[src/rtl/dma_seq_pkg.sv]
// Shared encodings for the DMA channel sequencer.
package dma_seq_pkg;

    // Data-transfer mode field encoding.
    typedef enum logic [1:0] {
        XM_SINGLE = 2'd0,
        XM_BLOCK  = 2'd1,
        XM_DEMAND = 2'd2,
        XM_RSVD   = 2'd3
    } xfer_mode_e;

    // Address step direction field encoding.
    typedef enum logic [1:0] {
        SD_INC   = 2'd0,
        SD_DEC   = 2'd1,
        SD_HOLD  = 2'd2,
        SD_HOLDX = 2'd3
    } step_dir_e;

    // Channel sequencing states.
    typedef enum logic [1:0] {
        CH_OFF   = 2'd0,
        CH_ARMED = 2'd1,
        CH_ASK   = 2'd2,
        CH_XFER  = 2'd3
    } ch_state_e;

endpackage

[src/rtl/dma_addr_step.sv]
// Next-address calculator for one side of the channel.
// It computes the address that follows `cur` after one transfer: increment,
// decrement or hold. The step covers either the whole address or only the
// low LOW_W bits, and in that case the upper bits never change.
// Assumes: purely combinational, step size of one unit per transfer.
module dma_addr_step
    import dma_seq_pkg::*;
#(
    parameter int AW    = 24,
    parameter int LOW_W = 16
) (
    input  logic [AW-1:0] cur,
    input  logic [1:0]    dir,
    input  logic          full,
    output logic [AW-1:0] nxt
);
    localparam int LW = (AW > LOW_W) ? LOW_W : AW;

    logic [AW-1:0] inc_full, dec_full, inc_low, dec_low;
    logic [LW-1:0] low_cur, low_inc, low_dec;

    assign inc_full = cur + AW'(1);
    assign dec_full = cur - AW'(1);
    assign low_cur  = cur[LW-1:0];
    assign low_inc  = low_cur + LW'(1);
    assign low_dec  = low_cur - LW'(1);

    generate
        if (AW > LW) begin : g_split
            assign inc_low = {cur[AW-1:LW], low_inc};
            assign dec_low = {cur[AW-1:LW], low_dec};
        end else begin : g_whole
            assign inc_low = low_inc;
            assign dec_low = low_dec;
        end
    endgenerate

    // Select the stepped address from direction and width.
    always_comb begin
        case (dir)
            SD_INC:  nxt = full ? inc_full : inc_low;
            SD_DEC:  nxt = full ? dec_full : dec_low;
            default: nxt = cur;
        endcase
    end

endmodule

[src/rtl/dma_chan_ctrl.sv]
// Request qualification and bus sequencing for one DMA channel.
// It tracks the channel through off, armed, asking and transferring. It
// decides when to raise the bus request, when to release it (per transfer
// mode), and flags the end of a buffer (terminal count or end-of-process).
// Assumes: xfer_done only arrives while transferring; sw_req is a pulse.
module dma_chan_ctrl
    import dma_seq_pkg::*;
(
    input  logic       clk,
    input  logic       rst_n,
    input  logic       prog_load,
    input  logic [1:0] mode,
    input  logic       hw_mask,
    input  logic       hw_req,
    input  logic       sw_req,
    input  logic       bus_gnt,
    input  logic       xfer_done,
    input  logic       eop,
    input  logic       cnt_zero,
    input  logic       autoinit,
    output logic       bus_req,
    output logic       chan_on,
    output logic       in_xfer,
    output logic       step_en,
    output logic       reload,
    output logic       tc
);
    ch_state_e st, st_nxt;
    logic      sw_pend;
    logic      demand, hw_ok, sw_ok, start, buf_end;

    assign demand  = (mode == XM_DEMAND);
    assign hw_ok   = hw_req & ~hw_mask;
    assign sw_ok   = sw_req & ~demand;
    assign start   = hw_ok | sw_ok | (sw_pend & ~demand);
    assign in_xfer = (st == CH_XFER);
    assign step_en = in_xfer & xfer_done & ~prog_load;
    assign buf_end = step_en & (cnt_zero | eop);
    assign reload  = buf_end & autoinit;
    assign bus_req = (st == CH_ASK) | (st == CH_XFER);
    assign chan_on = (st != CH_OFF);

    // Next-state selection for the channel sequence.
    always_comb begin
        st_nxt = st;
        case (st)
            CH_OFF:   st_nxt = CH_OFF;
            CH_ARMED: if (start) st_nxt = CH_ASK;
            CH_ASK:   if (bus_gnt) st_nxt = CH_XFER;
            CH_XFER: begin
                if (step_en) begin
                    if (buf_end) begin
                        st_nxt = autoinit ? CH_ARMED : CH_OFF;
                    end else begin
                        case (mode)
                            XM_BLOCK:  st_nxt = CH_XFER;
                            XM_DEMAND: st_nxt = hw_ok ? CH_XFER : CH_ARMED;
                            default:   st_nxt = CH_ARMED;
                        endcase
                    end
                end
            end
            default:  st_nxt = CH_OFF;
        endcase
        if (prog_load) st_nxt = CH_ARMED;
    end

    // State register.
    always_ff @(posedge clk) begin
        if (!rst_n) st <= CH_OFF;
        else        st <= st_nxt;
    end

    // Remember a software pulse until the channel next starts a request.
    always_ff @(posedge clk) begin
        if (!rst_n || prog_load)       sw_pend <= 1'b0;
        else if (st == CH_ARMED && start) sw_pend <= 1'b0;
        else if (sw_ok && st != CH_OFF)   sw_pend <= 1'b1;
    end

    // One-cycle terminal-count pulse after the buffer-ending transfer.
    always_ff @(posedge clk) begin
        if (!rst_n) tc <= 1'b0;
        else        tc <= buf_end;
    end

endmodule

[src/rtl/dma_chan_seq.sv]
// Top of the DMA channel transfer sequencer.
// Holds the programmed and current addresses of both sides and the count. It
// steps them on every completed transfer and reloads them when a buffer ends
// in auto-reinitialise mode. Sequencing is delegated to dma_chan_ctrl.
// Assumes: configuration fields are static while the channel is active.
module dma_chan_seq
    import dma_seq_pkg::*;
#(
    parameter int AW    = 24,
    parameter int CW    = 16,
    parameter int LOW_W = 16
) (
    input  logic          clk,
    input  logic          rst_n,
    input  logic          prog_load,
    input  logic [AW-1:0] req_addr_init,
    input  logic [AW-1:0] tgt_addr_init,
    input  logic [CW-1:0] count_init,
    input  logic [1:0]    cfg_xfer_mode,
    input  logic          cfg_autoinit,
    input  logic [1:0]    cfg_req_dir,
    input  logic          cfg_req_full,
    input  logic [1:0]    cfg_tgt_dir,
    input  logic          cfg_tgt_full,
    input  logic          cfg_hw_mask,
    input  logic          cfg_tc_irq_en,
    input  logic          hw_req,
    input  logic          sw_req,
    input  logic          eop,
    input  logic          bus_gnt,
    input  logic          xfer_done,
    output logic          bus_req,
    output logic [AW-1:0] req_addr,
    output logic [AW-1:0] tgt_addr,
    output logic [CW-1:0] count,
    output logic          chan_on,
    output logic          tc,
    output logic          irq
);
    localparam int NSIDE = 2;

    logic          in_xfer, step_en, reload;
    logic [CW-1:0] base_cnt, cur_cnt;
    logic [AW-1:0] side_init [NSIDE];
    logic [AW-1:0] side_cur  [NSIDE];
    logic [1:0]    side_dir  [NSIDE];
    logic          side_full [NSIDE];

    assign side_init[0] = req_addr_init;
    assign side_init[1] = tgt_addr_init;
    assign side_dir[0]  = cfg_req_dir;
    assign side_dir[1]  = cfg_tgt_dir;
    assign side_full[0] = cfg_req_full;
    assign side_full[1] = cfg_tgt_full;

    dma_chan_ctrl u_ctrl (
        .clk       (clk),
        .rst_n     (rst_n),
        .prog_load (prog_load),
        .mode      (cfg_xfer_mode),
        .hw_mask   (cfg_hw_mask),
        .hw_req    (hw_req),
        .sw_req    (sw_req),
        .bus_gnt   (bus_gnt),
        .xfer_done (xfer_done),
        .eop       (eop),
        .cnt_zero  (cur_cnt == '0),
        .autoinit  (cfg_autoinit),
        .bus_req   (bus_req),
        .chan_on   (chan_on),
        .in_xfer   (in_xfer),
        .step_en   (step_en),
        .reload    (reload),
        .tc        (tc)
    );

    for (genvar s = 0; s < NSIDE; s++) begin : g_side
        logic [AW-1:0] base_q, cur_q, nxt_a;

        dma_addr_step #(.AW(AW), .LOW_W(LOW_W)) u_step (
            .cur  (cur_q),
            .dir  (side_dir[s]),
            .full (side_full[s]),
            .nxt  (nxt_a)
        );

        // Programmed and current address of this side.
        always_ff @(posedge clk) begin
            if (!rst_n) begin
                base_q <= '0;
                cur_q  <= '0;
            end else if (prog_load) begin
                base_q <= side_init[s];
                cur_q  <= side_init[s];
            end else if (reload) begin
                cur_q  <= base_q;
            end else if (step_en) begin
                cur_q  <= nxt_a;
            end
        end

        assign side_cur[s] = cur_q;
    end

    // Programmed and remaining transfer count.
    always_ff @(posedge clk) begin
        if (!rst_n) begin
            base_cnt <= '0;
            cur_cnt  <= '0;
        end else if (prog_load) begin
            base_cnt <= count_init;
            cur_cnt  <= count_init;
        end else if (reload) begin
            cur_cnt  <= base_cnt;
        end else if (step_en) begin
            cur_cnt  <= cur_cnt - CW'(1);
        end
    end

    assign req_addr = side_cur[0];
    assign tgt_addr = side_cur[1];
    assign count    = cur_cnt;
    assign irq      = tc & cfg_tc_irq_en;

endmodule

[config.mk]
export PLATFORM = sky130hd
export DESIGN_NAME = dma_chan_seq
export DESIGN_NICKNAME = d
export VERILOG_FILES = /design/src/rtl/dma_seq_pkg.sv /design/src/rtl/dma_addr_step.sv /design/src/rtl/dma_chan_ctrl.sv /design/src/rtl/dma_chan_seq.sv
export SDC_FILE = /design/constraint.sdc
export NUM_CORES = 1
export LEC_CHECK = 0
export BUFFER_PORTS_ARGS = -buffer_cell sky130_fd_sc_hd__buf_2
export CAP_MARGIN = 5
export CORE_UTILIZATION = 45
export DETAILED_ROUTE_END_ITERATION = 12
export PLACE_DENSITY = 0.65
export SETUP_SLACK_MARGIN = 0.4
export SLEW_MARGIN = 20
export SYNTH_ARGS = -nofsm -noshare
export SYNTH_HDL_FRONTEND = slang
export SYNTH_SLANG_ARGS = --single-unit
[constraint.sdc]
create_clock -name clk -period 2.82 [get_ports clk]
set_input_delay 0.564 -clock clk [delete_from_list [all_inputs] [get_ports clk]]
set_output_delay 0.564 -clock clk [all_outputs]
set_load 0.05 [all_outputs]
==> impl_metrics.toml, run 1 <==
[sta]
rsz0062_at_grt = "true"
final-hold-violation-count = 0
relSlewSlack_pct = 59.19
skew_ns = 0.005917
slew_violations = 0
fin_hold_ws_ns = 0.3954
max_freq_ghz = 0.4291
finalSetupTns_ns = 0
setup_violations = 0
post-route-min-period_ns = 2.330
tightest_slew_ns = 0.6114
fin_crit_sh_pct = 82.64

[place]
dp_cells = 1318
hpwl_um = 17070
gp_congestion = 0.9316
port_buffers = 150

[route]
met3WireLength_um = 1610
route.met2.wl_um = 10940
dr.first_iter.drc_count = 694
wl_met1_um = 11280
vias = 8148
wirelength_um = 24180
wire_per_inst_um = 17.91
firstDrtPassIters = 5
drc = 0
final_antenna_net_count = 0
avgViaCountPerCell = 6.036
routed.top_layer = "met4"

[floorplanning]
coreArea_um2 = 16760
dieArea_um2 = 17930
num_rows = 47
fp.dieW_um = 133.9
die_h_um = 133.9
start_util_pct = 46.70
num_io_pins = 151

[final_layout]
fin_cells = 1350
fill_cells = 1613
final_core_util_pct = 56.89
syn2layout_area_growth_pct = 21.80
layout.nets = 1210
seq_area_um2 = 2645
drive_gt1_share_pct = 22.59
multi_input_area_um2 = 4832

[clock_network]
hold_buffers = 0
cts_root_buffer = "clkbuf_16"
worstSkewPairLatency_ns = 0.42
cts_buffers = 17
ctsHtreeMaxLevel = 4
path_clk_slew_ns = 0.06
clock-sinks = 132
cts_tree = "done"
ctsLongestPathBuffers = 2

[critical_path]
crit_arrival_ns = 2.67
critPathKind = "flop to flop"
start_kind = "flop"
critPathCaptureType = "flop"
crit_required_ns = 3.16
critPathMaxFanout = 14

[global_routing]
antenna_found_initial = 1
overflow = 0
grt_max_degree = 80
grt_pass1_wl_um = 38540
track_usage_pct = 26.90
grt_pass1_vias = 7414

[power_and_ir_drop]
seqPwrFrac_pct = 38.9
leakagePower_nw = 4.017
ir_drop_uv = 439.3
internal-power_w = 0.003865
power_density_nw_per_um2 = 575.5
p_switching_w = 0.001622
comb_power_share_pct = 19.4
switching_share_pct = 29.56
p_clk_share_pct = 41.8
power_w = 0.005487

[synthesis]
yosys.area_share.simple_pct = 24.33
yosysTopAreaCellShare_pct = 33.76
synth_compound_gate_area_share_pct = 26.81
synthCells = 983
synth_warnings = 0
synth_edf_count = 0
syn_nets = 1074
ys_types = 81
synth.area.top_cells = "dfxtp_1 (34%), mux2i_1 (6.1%), nor2_1 (5.2%)"
synth_top_family_by_area = "compound AO/OA/AOI/OAI gates"
ys.flop_type = "dfxtp_1"
seq_area_frac_synth_pct = 33.76
ys_ff_latch = 132
synthAdderAreaFrac_pct = 1.279
async_reset_ff_share_pct = 0
synthesis.area_um2 = 7828
synth_xor_area_share_pct = 2.462
synthMuxAreaShare_pct = 6.138
synth.avg_cell_area_um2 = 7.963
yosysTopAreaCell = "dfxtp_1"

[run_status]
status = "finished clean"

[flow_run]
max_cap_violations = 0

[min_path]
holdCritPathClass = "input pin to flop"
[cell families after synthesis]
| family | after synthesis |
|---|---|
| xor gates and xnor gates | 22 |
| DFF | 132 |
| AOI/OAI and AO/OA | 302 |
| and+or+nand+nor | 369 |
| buffers and inverters | 102 |
| muxes | 48 |
| adders and majority gates | 8 |
[sequential cells by signal, indices dropped and copies added, names as in the netlist]
| register | flops |
|---|---|
| g_side.base_q | 48 |
| u_ctrl.tc | 1 |
| u_ctrl.sw_pend | 1 |
| u_ctrl.st | 2 |
| base_cnt | 16 |
| tgt_addr | 24 |
| count | 16 |
| req_addr | 24 |
[worst paths after layout]
kind                                          start                  end  slack, ns  cells after the start
worst min register to register  g_side[1].base_q[0]  g_side[1].base_q[0]       0.46                      2
worst min-delay path               req_addr_init[3]  g_side[0].base_q[3]       0.40                      3
worst max-delay path                       count[0]          tgt_addr[9]       0.49                     10
worst max register to register             count[0]          tgt_addr[9]       0.49                     10
[layer usage]
metal | up-vias | track usage (%)
li1 | 3950 | -
met1 | 3832 | 37.37
met2 | 336 | 41.94
met3 | 30 | 5.178
met4 | 0 | 8.207
met5 | - | 0
[power by group through the flow]
| stage | logic [W] | clock network (W) | registers, W |
|---|---|---|---|
| after floorplan | 0.000567 | 0 | 0.00232 |
| after global placement | 0.00103 | 0 | 0.00216 |
| after detailed placement | 0.00104 | 0 | 0.00216 |
| after CTS | 0.00104 | 0.00232 | 0.00212 |
| after global routing | 0.00115 | 0.00240 | 0.00215 |
| final | 0.00106 | 0.00229 | 0.00213 |
[timing repair]
item                       CTS  global route
setup endpoints to repair   16            34
pin swaps                    0             3
resized for setup            3             6
setup buffers                0             2
[stage by stage]
stage	instance area (um2)	setup slack (ns)
after CTS	9484	0.3640
after floorplan	7830	0.4418
final	9534	0.4897
after global routing	9534	0.3063
after detailed placement	8867	0.2750
after global placement	8867	0.3156
[cells in the mapped netlist, drive strengths merged (12+ instances only)]
cell / instances
a21oi: 72
a31oi: 28
and2: 13
and3: 18
buf: 24
clkbuf: 50
dfxtp: 132
inv: 28
mux2i: 48
nand2: 80
nand2b: 14
nand3: 31
nand4: 16
nor2: 109
nor3: 23
nor4: 13
o21ai: 60
o32ai: 14
or3: 12
[layout by cell type, fill, tap and decap left out, types with 4 or more instances in the layout]
master / Yosys / final
clkbuf_8: 0 / 5
o21ai_0: 58 / 58
o22ai_1: 10 / 9
nand2b_1: 14 / 14
a31oi_1: 28 / 28
o21a_1: 8 / 8
o21ba_2: 4 / 4
dfxtp_1: 132 / 130
xor2_1: 11 / 11
mux2i_1: 48 / 48
a221oi_1: 7 / 7
nand3_1: 31 / 31
o32ai_1: 12 / 12
a211oi_1: 5 / 5
o211ai_1: 9 / 9
o311a_1: 8 / 8
xnor2_1: 11 / 11
nor4_1: 10 / 10
clkbuf_16: 0 / 17
o221a_2: 5 / 5
and2_1: 13 / 13
buf_2: 18 / 149
a32o_1: 11 / 11
nor3_1: 23 / 23
a21oi_1: 71 / 70
nand2_1: 80 / 80
buf_4: 1 / 41
ha_1: 8 / 8
a22o_1: 7 / 7
and4_1: 9 / 9
or4_1: 9 / 9
or2_2: 5 / 5
nor2_1: 109 / 108
a22oi_1: 4 / 4
inv_1: 27 / 26
and3_1: 18 / 18
o31a_1: 6 / 6
nand4_1: 14 / 14
or3_1: 12 / 12
[final cells by class]
type | instances | area share [%]
Clock inverter | 4 | 0.9974
Clock buffer | 25 | 5.302
Tap cell | 220 | 2.887
Timing Repair Buffer | 191 | 11.26
Inverter | 28 | 1.102
Sequential cell | 132 | 27.74
Multi-Input combinational cell | 749 | 50.68
Antenna cell | 1 | 0.02625
[critical path, stage by stage (launching register included)]
cell and delay (ns):
dfxtp_2 0.35, inv_1 0.07, ha_1 0.21, nor3b_4 0.16, and4_4 0.23, o21ai_4 0.36, buf_4 0.27, buf_4 0.18
and4_1 0.20, a31oi_1 0.04, a31oi_1 0.17
Note: power is estimated with default switching activity, not from simulation.
==> inputs of run 2 (changes only) <==
Clock period 2.82 ns to 2.4 ns, I/O delays scaled along.
==> run 2 against run 1 <==
Sequential share of layout area decreased by 0.60 points. Via count increased by 1.8%. Clock power increased by 13%. First-iteration DRC count increased by 1.6%. Utilization increased by 3.1 points. Clock-buffer cell count decreased by 1. Largest power group unchanged. Largest cell class unchanged. Cell count increased by 1.5%.
==> impl_metrics.toml, run 2 (synthesis gave the netlist of run 1 again) <==
[global_routing]
overflow = 0
grt_pass1_vias = 7789
grt_max_degree = 80
grt_pass1_wl_um = 40840
antenna_found_initial = 0
track_usage_pct = 28.73

[clock_network]
worstSkewPairLatency_ns = 0.43
cts_root_buffer = "clkbuf_16"
clock-sinks = 132
path_clk_slew_ns = 0.06
ctsHtreeMaxLevel = 4
cts_buffers = 17
cts_tree = "done"
ctsLongestPathBuffers = 2
hold_buffers = 0

[place]
hpwl_um = 17760
pre_cts_ws_ns = 0.08157
port_buffers = 150
gp_congestion = 0.9205

[route]
avgViaCountPerCell = 6.053
dr.first_iter.drc_count = 705
wirelength_um = 25500
routed.top_layer = "met4"
vias = 8292
drc = 0
route.met2.wl_um = 11530
firstDrtPassIters = 8
wire_per_inst_um = 18.61
final_antenna_net_count = 0
met3WireLength_um = 1819
wl_met1_um = 11720

[min_path]
holdCritStartpoint = "count_init[0]"
holdCritPathClass = "input pin to flop"
hold_path_end = "count[0]"
hold_depth = 3

[run_status]
status = "finished clean"

[sta]
skew_ns = 0.005255
slew_violations = 0
relSlewSlack_pct = 67.71
final-hold-violation-count = 0
worst_slack_ns = 0.1772
setup_violations = 0
tightest_slew_ns = 0.4782
finalSetupTns_ns = 0
fin_hold_ws_ns = 0.2961
rsz0062_at_grt = "true"
post-route-min-period_ns = 2.223
max_freq_ghz = 0.4499
fin_crit_sh_pct = 92.62

[final_layout]
layout.nets = 1228
n_antenna_cell = 0
syn2layout_area_growth_pct = 28.34
layout_commonest_cell = "buf_2"
seq_area_um2 = 2726
largest_reg_flops = 48
fill_cells = 1518
drive_gt1_share_pct = 30.43
final_cell_mix = "buf_2 (149), nor2_1 (106), dfxtp_1 (93)"
regMostFlops = "g_side.base_q"
multi_input_area_um2 = 5066

[critical_path]
path_cells = "nor4_4, and4_4, o21ai_4, buf_12, buf_6, o311ai_4, a32oi_1, o211a_1"
reg2reg_from = "count[8]"
critical_path_buf_inv_count = 2
critPathCaptureType = "flop"
critPathSlowestCell = "dfxtp_4"
crit_required_ns = 2.72
r2r_setup_slack_ns = 0.18
reg2reg_to = "tgt_addr[17]"
critPathKind = "flop to flop"
critPathTopFamily = "compound AO/OA/AOI/OAI gates"
critPathMaxFanout = 8
crit_arrival_ns = 2.54
start_kind = "flop"
cp.depth = 8
r2r_cells = 8
slowest_delay_ns = 0.36

[flow_run]
max_cap_violations = 0

[floorplanning]
num_rows = 47
num_io_pins = 151
die_h_um = 133.9
dieArea_um2 = 17930
fp.dieW_um = 133.9
coreArea_um2 = 16760
start_util_pct = 46.70

[power_and_ir_drop]
power_density_nw_per_um2 = 638.5
ir_drop_uv = 519.0
leakagePower_nw = 4.190
[run 2: changes by cell type in the layout (fill, tap and decap cells not counted), sizes merged]
| cell | before | now |
|---|---|---|
| buf | 191 | 209 |
| clkinv | 1 | 4 |
| bufinv | 3 | 1 |
| clkinvlp | 0 | 2 |
| clkbuf | 25 | 24 |
| diode | 1 | 0 |
| inv | 28 | 29 |
[run 2: worst max path at each step]
stage / from / to / slack [ns]
2_1_floorplan: tgt_addr[9] / tgt_addr[21] / 0.22
6_report: count[8] / tgt_addr[17] / 0.18
5_1_grt: count[3] / tgt_addr[17] / 0.12
4_1_cts: count[3] / tgt_addr[17] / 0.23
3_3_place_gp: count[0] / count[6] / 0.16
3_5_place_dp: count[0] / tgt_addr[1] / 0.08
[run 2: routing by layer]
| metal | vias to the layer above | track usage (%) |
|---|---|---|
| met5 | - | 0 |
| met4 | 0 | 9.343 |
| met3 | 39 | 5.896 |
| met2 | 323 | 44.99 |
| met1 | 3947 | 39.25 |
| li1 | 3983 | - |
[run 2: final cells by class]
cell class | instances | share of cell area (%)
Clock inverter | 8 | 0.7099
Inverter | 28 | 1.071
Timing Repair Buffer | 209 | 12.80
Tap cell | 220 | 2.740
Clock buffer | 24 | 5.106
Multi-Input combinational cell | 749 | 50.43
Sequential cell | 132 | 27.14
[run 2: where the power goes]
group          switching [W]  leakage (nW)  internal, W
combinational       0.000819          2.80     0.000498
sequential          0.000186          1.11      0.00233
clock               0.000988         0.287      0.00159
total                0.00199          4.19      0.00442
[run 2: worst register-to-register path, delay by kind of cell, from the launching register on]
| kind | cells | cell delay [ns] |
|---|---|---|
| buf+inv | 2 | 0.28 |
| compound gates | 4 | 0.80 |
| flops | 1 | 0.36 |
| simple gates | 2 | 0.68 |
[run 2: timing repair]
| action | CTS | global route |
|---|---|---|
| pin swaps | 15 | 10 |
| resized for setup | 31 | 25 |
| setup endpoints to repair | 61 | 61 |
| setup buffers | 17 | 2 |
[run 2: through the flow]
| stage | cells | total power, W | instance area (um2) | util, % |
|---|---|---|---|---|
| 4_1_cts | 1368 | 0.006421 | 9915 | 59.16 |
| 5_1_grt | 1370 | 0.006671 | 10050 | 59.94 |
| 3_3_place_gp | 1319 | 0.003792 | 9080 | 54.18 |
| 3_5_place_dp | 1319 | 0.003803 | 9080 | 54.18 |
| 6_report | 1370 | 0.006414 | 10050 | 59.94 |
| 2_1_floorplan | 983 | 0.003417 | 8065 | - |
==> inputs of run 3 (changes only) <==
Settings changed: ABC_AREA from default to 1, PLACE_DENSITY 0.65 to 0.64.
==> run 3 against run 2 <==
Synthesized area is 11% higher. Global-route usage is 0.45 points lower. Synthesized cell count is 50% higher. Register-to-register slack better by 0.28 ns. Design area is 9.2% higher. Critical endpoint is now req_addr[13]. Routed wire length is 16% higher. Sequential power hardly changed. Critical path depth is 3 higher.
==> impl_metrics.toml, run 3 <==
[power_and_ir_drop]
comb_power_share_pct = 24.0
seqPwrFrac_pct = 36.4
p_clk_share_pct = 39.5
switching_share_pct = 34.34
power_w = 0.006885
power_density_nw_per_um2 = 627.9
internal-power_w = 0.004521
leakagePower_nw = 5.350
p_switching_w = 0.002364
ir_drop_uv = 554.5

[clock_network]
hold_buffers = 0
ctsHtreeMaxLevel = 4
worstSkewPairLatency_ns = 0.44
ctsLongestPathBuffers = 2
clock-sinks = 132
cts_root_buffer = "clkbuf_16"
cts_tree = "done"
path_clk_slew_ns = 0.06
cts_buffers = 17

[critical_path]
crit_required_ns = 2.73
start_kind = "flop"
critPathCaptureType = "flop"
reg2reg_from = "count[9]"
startpoint = "count[9]"
path_cells = "nor2_4, nand2_1, nor2_2, nand2_2, nand2_4, nand3_4, nand3_4, nand2_8, clkbuf_16, nor2_1, a21oi_2"
critPathSlowestCell = "dfxtp_2"
critPathTopFamily = "simple AND/OR/NAND/NOR gates"
crit_top_cell = "nand3_4"
critPathMaxFanout = 8
slowest_delay_ns = 0.35
r2r_cells = 11
crit_arrival_ns = 2.28
critPathKind = "flop to flop"
critical_path_buf_inv_count = 1
cp.depth = 11

[route]
final_antenna_net_count = 0
firstDrtPassIters = 5
dr.first_iter.drc_count = 723
avgViaCountPerCell = 5.360
drc = 0
wire_per_inst_um = 15.39
vias = 10290
wirelength_um = 29530

[synthesis]
synth.avg_cell_area_um2 = 5.925
yosysMostFrequentCell = "nand2_1"
ys.flop_type = "dfxtp_1"
ys_ff_latch = 132
synthesis.area_um2 = 8722
synthCells = 1472
seq_area_frac_synth_pct = 30.30
async_reset_ff_share_pct = 0
yosys.area_share.simple_pct = 40.30
synth_top_family_by_area = "simple AND/OR/NAND/NOR gates"
yosysTopAreaCell = "dfxtp_1"
synth_edf_count = 0
synthTopCellsByCount = "nand2_1 (448), nor2_1 (181), inv_1 (159)"
syn_nets = 1563
synthMuxAreaShare_pct = 0
synth_xor_area_share_pct = 1.707
synth.area.top_cells = "dfxtp_1 (30%), nand2_1 (19%), nand3_1 (8.1%)"
ys_types = 44
synth_compound_gate_area_share_pct = 15.79
synthAdderAreaFrac_pct = 1.148
yosysTopAreaCellShare_pct = 30.30
synth_warnings = 0

[final_layout]
regMostFlops = "g_side.base_q"
largest_reg_flops = 48
final_cell_mix = "nand2_1 (443), nor2_1 (162), inv_1 (152)"
stdcell_area_um2 = 10970
final_core_util_pct = 58.23
syn2layout_area_growth_pct = 25.72
drive_gt1_share_pct = 19.20
layout_commonest_cell = "nand2_1"
layout.nets = 1734
fill_cells = 1915

[floorplanning]
die_h_um = 141.2
num_io_pins = 151
dieArea_um2 = 19940
fp.dieW_um = 141.2
coreArea_um2 = 18830
start_util_pct = 46.32
num_rows = 50

[sta]
post-route-min-period_ns = 1.946
finalSetupTns_ns = 0
slew_violations = 0
tightest_slew_ns = 0.6899
setup_violations = 0
relSlewSlack_pct = 53.89
rsz0062_at_grt = "true"
worst_slack_ns = 0.4536
skew_ns = 0.007884
final-hold-violation-count = 0
max_freq_ghz = 0.5138
fin_crit_sh_pct = 81.10

[global_routing]
grt_pass1_vias = 8963
overflow = 0
grt_pass1_wl_um = 44380
track_usage_pct = 28.27
antenna_found_initial = 2
grt_max_degree = 57

[place]
pre_cts_ws_ns = 0.1425
placed_cell_area_um2 = 9752
gp_congestion = 0.9266
hpwl_um = 20150
port_buffers = 150

[min_path]
holdCritPathClass = "input pin to flop"
hold_depth = 3
holdCritStartpoint = "count_init[11]"

[flow_run]
max_cap_violations = 0

[run_status]
status = "finished clean"
==> run 3: changes by cell type in the layout (fill, tap and decap cells not counted), moves of 32 or more <==
| cell | change |
|---|---|
| nand3_1 | +111 |
| o21ai_0 | +42 |
| mux2i_1 | -48 |
| inv_1 | +130 |
| nor2_1 | +56 |
| nand2_1 | +364 |
| a21oi_1 | +32 |
==> run 3: final cells by class <==
cell class / instances / area (um2) / area share, %
diodes: 3 / 7.507 / 0.06846
clock buffers: 20 / 446.7 / 4.073
clock inverters: 12 / 153.9 / 1.403
inverters: 163 / 624.3 / 5.694
multi-input cells: 1117 / 5393 / 49.18
flip-flops and latches: 132 / 2660 / 24.26
well taps: 260 / 325.3 / 2.967
repair buffers: 212 / 1355 / 12.36
==> run 3: kinds of logic after synthesis <==
kind of cell / after synthesis
XOR/XNOR: 17
AO/OA/AOI/OAI: 253
buffers and inverters: 228
flip-flops: 132
AND/OR/NAND/NOR: 834
adder cells (fa/ha/maj): 8
==> run 3: routing by layer <==
layer	up-vias	global-route usage [%]	routed length [um]
li1	5152	-	-
met1	4689	37.72	13400
met2	401	45.41	13270
met3	44	5.333	2259
met4	0	10.01	600
met5	-	0	0
==> run 3: worst paths after layout <==
kind	slack (ns)	end
setup / recovery	0.45	req_addr[13]
hold / removal	0.31	base_cnt[11]
setup reg to reg	0.45	req_addr[13]
hold reg to reg	0.46	g_side[0].base_q[2]
==> run 3: through the flow <==
stage               std cells  hold WS [ns]
global route             1916        0.3091
finish                   1919        0.3051
detailed placement       1852        0.4544
floorplan                1472        0.4401
CTS                      1885        0.2994
global placement         1852        0.4489
==> run 3: timing repair <==
| action | CTS | global route |
|---|---|---|
| cloned | 0 | 9 |
| gates resized for setup | 11 | 81 |
| setup buffers | 1 | 22 |
| setup endpoints to repair | 40 | 52 |
| pin swaps | 1 | 18 |
==> run 3: worst min-delay path, cell delays in order <==
cell and delay, ns:
buf_2 0.10, nand3_1 0.07, o21ai_0 0.06
==> run 3: power groups by stage <==
| stage | Clock, W | Combinational [W] | Sequential (W) |
|---|---|---|---|
| final | 0.00272 | 0.00165 | 0.00251 |
| after detailed placement | 0 | 0.00152 | 0.00254 |
| after CTS | 0.00275 | 0.00154 | 0.00250 |
| after global routing | 0.00285 | 0.00182 | 0.00252 |
| after floorplan | 0 | 0.000857 | 0.00276 |
| after global placement | 0 | 0.00152 | 0.00254 |
